<file path="src/rtl/hw_call_stack_pkg.sv">
package hw_call_stack_pkg;
    localparam int unsigned DATA_W = 32;

    typedef struct packed {
        logic [DATA_W-1:0] data;
        logic              c;
        logic              z;
    } stk_entry_t;

    typedef enum logic [1:0] {
        OP_HOLD    = 2'b00,
        OP_PUSH    = 2'b01,
        OP_POP     = 2'b10,
        OP_REPLACE = 2'b11
    } stk_op_t;
endpackage

</file>
<file path="src/rtl/hw_call_stack_ctrl.sv">
module hw_call_stack_ctrl
    import hw_call_stack_pkg::*;
(
    input  logic    push_en,
    input  logic    pop_en,
    output stk_op_t op
);
    always_comb begin
        unique case ({pop_en, push_en})
            2'b01:   op = OP_PUSH;
            2'b10:   op = OP_POP;
            2'b11:   op = OP_REPLACE;
            default: op = OP_HOLD;
        endcase
    end
endmodule

</file>
<file path="src/rtl/hw_call_stack_slot.sv">
module hw_call_stack_slot
    import hw_call_stack_pkg::*;
#(
    parameter bit IS_TOP    = 1'b0,
    parameter bit IS_BOTTOM = 1'b0
) (
    input  logic       clk,
    input  logic       rst_n,
    input  stk_op_t    op,
    input  stk_entry_t fresh,
    input  stk_entry_t from_above,
    input  stk_entry_t from_below,
    output stk_entry_t slot_q
);
    stk_entry_t slot_d;

    always_comb begin
        slot_d = slot_q;
        unique case (op)
            OP_PUSH: begin
                if (IS_TOP) slot_d = fresh;
                else        slot_d = from_above;
            end
            OP_POP: begin
                if (!IS_BOTTOM) slot_d = from_below;
            end
            OP_REPLACE: begin
                if (IS_TOP) slot_d = fresh;
            end
            default: slot_d = slot_q;
        endcase
    end

    always_ff @(posedge clk) begin
        if (!rst_n) slot_q <= '0;
        else        slot_q <= slot_d;
    end
endmodule

</file>
<file path="src/rtl/hw_call_stack.sv">
module hw_call_stack
    import hw_call_stack_pkg::*;
#(
    parameter int unsigned DEPTH = 8
) (
    input  logic              clk,
    input  logic              rst_n,
    input  logic              push_en,
    input  logic [DATA_W-1:0] push_data,
    input  logic              push_c,
    input  logic              push_z,
    input  logic              pop_en,
    output logic [DATA_W-1:0] top_data,
    output logic              top_c,
    output logic              top_z
);
    localparam int unsigned LAST = DEPTH - 1;

    stk_op_t    op;
    stk_entry_t fresh;
    stk_entry_t slots [DEPTH];

    assign fresh = '{data: push_data, c: push_c, z: push_z};

    hw_call_stack_ctrl u_ctrl (
        .push_en (push_en),
        .pop_en  (pop_en),
        .op      (op)
    );

    for (genvar k = 0; k < DEPTH; k++) begin : g_slot
        stk_entry_t above_w, below_w;
        if (k == 0) begin : g_top
            assign above_w = fresh;
        end else begin : g_mid_a
            assign above_w = slots[k-1];
        end
        if (k == LAST) begin : g_bot
            assign below_w = slots[k];
        end else begin : g_mid_b
            assign below_w = slots[k+1];
        end
        hw_call_stack_slot #(
            .IS_TOP    (k == 0),
            .IS_BOTTOM (k == LAST)
        ) u_slot (
            .clk        (clk),
            .rst_n      (rst_n),
            .op         (op),
            .fresh      (fresh),
            .from_above (above_w),
            .from_below (below_w),
            .slot_q     (slots[k])
        );
    end

    assign top_data = slots[0].data;
    assign top_c    = slots[0].c;
    assign top_z    = slots[0].z;
endmodule

</file>
<file path="config.mk">
export PLATFORM = sky130hd
export DESIGN_NAME = hw_call_stack
export DESIGN_NICKNAME = d
export VERILOG_FILES = /design/src/rtl/hw_call_stack_pkg.sv /design/src/rtl/hw_call_stack_ctrl.sv /design/src/rtl/hw_call_stack_slot.sv /design/src/rtl/hw_call_stack.sv
export SDC_FILE = /design/constraint.sdc
export NUM_CORES = 1
export LEC_CHECK = 0
export BUFFER_PORTS_ARGS = -buffer_cell sky130_fd_sc_hd__buf_2
export CAP_MARGIN = 20
export CORE_ASPECT_RATIO = 0.8
export CORE_MARGIN = 4
export CORE_UTILIZATION = 55
export DETAILED_ROUTE_END_ITERATION = 10
export GPL_TIMING_DRIVEN = 1
export PLACE_DENSITY = 0.85
export SYNTH_ARGS = -nofsm -noshare
export SYNTH_HDL_FRONTEND = slang
export SYNTH_SLANG_ARGS = --single-unit
</file>
<file path="constraint.sdc">
create_clock -name clk -period 1.3 [get_ports clk]
set_input_delay 0.065 -clock clk [delete_from_list [all_inputs] [get_ports clk]]
set_output_delay 0.065 -clock clk [all_outputs]
set_load 0.01 [all_outputs]
</file>
==> Yosys cells after proc, flatten, opt, wreduce, memory -nomap -nowiden <==
Cells that the tools add are included.
{ "op_classes": {"eq_ne": 6, "mux": 8, "n_reduce_logical": 3} }
{ "op_table": {"columns": ["op", "n"], "rows": [
  ["$pmux 34 s2", 7],
  ["$eq 2x2->1 const B", 4],
  ["$pmux 2 s3", 1],
  ["$eq 2x1->1 const B", 2],
  ["$reduce_bool 2->1", 2],
  ["$reduce_or 2->1", 1]
]} }
{ "totals": {"regBits": 272, "output_inout_bits": 34, "wordCells": 41} }

==> Longest topological paths before layout <==
{ "depth": {"word_depth": 5, "depth_mapped": 9, "ltp_nobuf": 4} }

==> By module <==
A second synthesis with hierarchy kept.
{ "hier_totals": {"hier_cells": 1220, "area_unflattened_um2": 14456.4} }
{ "modules_own_cells": {"columns": ["mod", "n_inst", "cells_each", "area_per_inst_um2", "seq_area_each_um2"], "rows": [
  ["hw_call_stack_slot at g_slot[1].u_slot ...", 6, 153, 1863.0, 680.7],
  ["hw_call_stack_slot at g_slot[0].u_slot", 1, 151, 1846.8, 680.7],
  ["hw_call_stack_slot at g_slot[7].u_slot", 1, 149, 1423.9, 680.7],
  ["hw_call_stack_ctrl", 1, 2, 7.5, 0.0]
]} }

==> Least setup slack after synthesis <==
OpenSTA, ideal clock, no wires.
{ "synth_path": {"kind": "input to register", "from": "input port push_en", "to": "register g_slot[3].u_slot.slot_q[10] (netlist name)", "setup_ns": 0.122, "arrival_time_ns": 1.297, "t_required_ns": 1.178, "setup_slack_ns": -0.118, "path_stages": 8, "n_path_buf": 5, "path_cell_list": "buf_6 buf_12 inv_1 ha_1 buf_2 buf_2 buf_2 a21oi_1"} }
{ "synth_via": {"elab_chain_len": 4} }
{ "synth_rtl": {"columns": ["item", "line", "text"], "rows": [
  ["from (decl)", "hw_call_stack.sv:8", "input logic push_en,"],
  ["$eq 2x2->1 or $eq 2x1->1 (tied branches)", "hw_call_stack_ctrl.sv:9", "unique case ({pop_en, push_en})"],
  ["$pmux 2 s3 *", "hw_call_stack_ctrl.sv:9", null],
  ["$eq 2x2->1 or $eq 2x1->1 (tied branches)", "hw_call_stack_slot.sv:19", "unique case (op)"],
  ["$pmux 34 s2 or $reduce_bool 2->1 (tied branches)", null, null],
  ["to (signal assigned)", "hw_call_stack_slot.sv:36", "else slot_q <= slot_d;"],
  ["to (decl)", "hw_call_stack_slot.sv:13", "output stk_entry_t slot_q"]
]} }
Mark *: on every way between the ends. The rest lies on a longest branch, timed or not.
A chain may end at the register's enable or synchronous reset.

==> Final worst setup path <==
{ "layout_path": {"from": "register g_slot[0].u_slot.slot_q[10] (netlist name)", "to": "output port top_data[8]"} }
{ "layout_rtl": {"columns": ["item", "line", "text"], "rows": [
  ["from (decl)", "hw_call_stack_slot.sv:13", null],
  ["from (signal assigned)", "hw_call_stack_slot.sv:36", null],
  ["to (decl)", "hw_call_stack.sv:13", "output logic [DATA_W-1:0] top_data,"]
]} }
No word-level cell between the ends.

==> results.ini <==
[outcome]
status = finished, final reports clean

[setup_path]
startpoint_type = flip-flop
cpMaxStageDelayCell = dfxtp_1
cp_slowest_stage_delay_ps = 380
worstPathCellList = buf_2
crit_family = flip-flops
crit_fanout = 3
end_kind = primary output
cp_data_arrival_time_ps = 1060
path_class = flip-flop to primary output
required_ps = 1240
path_buf_inv = 1

[synth]
ys.warnings.count = 0
syn-cell-area_um2 = 12000
synth_cell_types = 22
syn_inst = 1175
avgSynthCellArea_um2 = 10.2
syn_nets = 1218
synth-async-reset-ratio_pct = 0
yosysSeqAreaShare_pct = 45.4
synth_top_flop_cell = dfxtp_1
synth-seq-cells = 272
synth_edf_count = 0

[power_and_ir_drop]
p_int_mw = 15.1
peakVddDrop_v = 0.00126
clkPwrFrac_pct = 38.0
power_switching_mw = 5.10
pwr-share-seq_pct = 47.8
p_leak_nw = 5.63
p_sw_share_pct = 25.2
powerDensity_nw_per_um2 = 1450
combPwrFrac_pct = 14.1

[global_route]
grt_overflow_total = 0
grt_usage_pct = 18.7
grt_start_max_net_pins = 56
antenna_found_initial = 0
grt_pass1_wl_um = 40100
grt_pass1_vias = 8322

[sta]
final_hold_viol_count = 0
timing.slew.headroom_pct = 76.6
period_needed_ps = 1130
worstMarginPinSlew_ps = 351
finalCritPeriodShare_pct = 86.6
clock_skew_ps = 9.42
maxSlewViolCount = 0
clock.fmax_mhz = 889
setup_viol = 0
rsz0062_at_grt = no

[floorplan]
ios = 72
die_h_um = 140
start_util_pct = 55.8
core_um2 = 21500
rows = 48
dieArea_um2 = 24200
fp.dieW_um = 173

[placed_design]
detailed_place_hpwl_um = 14600
placed_area_um2 = 12700
gp_congestion = 0.715
port_buffers = 71

[final_layout]
fin_nets = 1293
fin_util_pct = 64.9
drive_above_1_share_pct = 15.7
top_regs = g_slot.u_slot.slot_q (272)
n_antenna_cell = 0
design_area_um2 = 14000
area_growth_syn_to_layout_pct = 16.4
largest_reg_flops = 272
top_register = g_slot.u_slot.slot_q

[drt]
ant_nets = 0
wirelength_um = 23700
drc = 0
vias = 8709
first_iter_violations = 593
wl_per_cell_um = 15.4
dr.pass1.iters = 5
vias_per_cell = 5.65

[clock_tree]
tritoncts = yes
root_buffer = clkbuf_16
path_clk_slew_ps = 60
worst_skew_pair.late_latency_ps = 520
cts_buffers = 26
htreeDepth = 1
ctsLongestPathBuffers = 3
postCtsResizedCells = 0
cts.sinks = 272

[worst_hold_path]
hold_class = input port to flip-flop

[job]
maxCapViolations = 0

==> cell usage in the layout (no fill, tap or decap), drive strengths merged, types with 2 or more instances in the layout <==
cell type and count:
dlygate4sd3 35, nor2b 34, a21oi 204, dfxtp 272, bufinv 3, o211a 33
o21ai 204, clkinvlp 2, ha 5, nand2b 34, mux2 33, inv 2
clkinv 5, buf 125, clkbuf 34, mux2i 238
==> path summary, 6_finish.rpt <==
kind,slack (ps),cells after the start,endpoint,startpoint
worst max-delay path,170,1,top_data[8],g_slot[0].u_slot.slot_q[10]
worst min-delay path,130,4,g_slot[0].u_slot.slot_q[33],push_en
worst max register to register,320,2,g_slot[0].u_slot.slot_q[3],g_slot[1].u_slot.slot_q[3]
worst min register to register,520,2,g_slot[3].u_slot.slot_q[23],g_slot[3].u_slot.slot_q[23]
==> cells in the mapped netlist, types with 2 or more instances <==
library cell / number / share of area [%]
dfxtp_1: 272 / 45
mux2i_1: 238 / 20
a21oi_1: 204 / 8.5
o21ai_0: 195 / 8.1
clkbuf_1: 48 / 1.5
nand2b_1: 34 / 1.8
nor2b_1: 34 / 1.8
buf_2: 33 / 1.4
o211a_1: 33 / 2.8
mux2_4: 29 / 3.6
buf_12: 14 / 2.3
buf_4: 10 / 0.63
o21ai_1: 9 / 0.38
buf_6: 6 / 0.56
ha_1: 5 / 0.52
mux2_1: 4 / 0.38
inv_1: 2 / 0.063
==> metrics by stage <==
step	cells	power (mW)	setup WS [ps]	hold WS (ps)	setup TNS (ps)
2_1_floorplan	1175	11.9	3.67	313	0
3_3_place_gp	1462	12.4	31.2	397	0
3_5_place_dp	1462	12.6	-45.6	409	-91.0
4_1_cts	1541	20.4	165	113	0
5_1_grt	1541	21.1	137	134	0
6_report	1541	20.2	175	126	0
==> power by group through the flow <==
stage	sequential (mW)	clock [mW]	combinational [mW]
4_1_cts	9.68	7.83	2.87
6_report	9.68	7.70	2.86
3_3_place_gp	9.80	0	2.61
2_1_floorplan	9.70	0	2.15
5_1_grt	9.78	8.17	3.17
3_5_place_dp	9.85	0	2.75
==> cell families (layout without fill, tap and decap cells) <==
kind of cell / Yosys count / in the layout / synth area share [%]
AOI/OAI and AO/OA: 443 / 443 / 19.9
buffers and inverters: 115 / 206 / 6.64
DFF: 272 / 272 / 45.4
and+or+nand+nor: 69 / 69 / 3.61
muxes: 271 / 271 / 23.9
adders and majority gates: 5 / 5 / 0.522
==> layer usage <==
metal	up-vias	wire length (um)	GRT usage, %
li1	4388	-	-
met1	4141	11100	24.9
met2	147	11500	32.4
met3	33	759	3.00
met4	0	390	4.20
met5	-	0	0
==> cell type report <==
class                      count  area, um^2
inverter                       2        15.0
sequential                   272        5450
clock buffer                  34         742
clock inverter                10         134
tap                          275         344
multi-input combinational    788        5780
timing repair buffer         160        1510
fill                        1612        7540
==> repair_timing <==
action,CTS,global route
endpoints found under the setup margin,0,0
hold buffers,35,0
hold endpoints to repair,62,0
setup buffers,0,0
No activity file was read; power rests on OpenSTA's default activity.
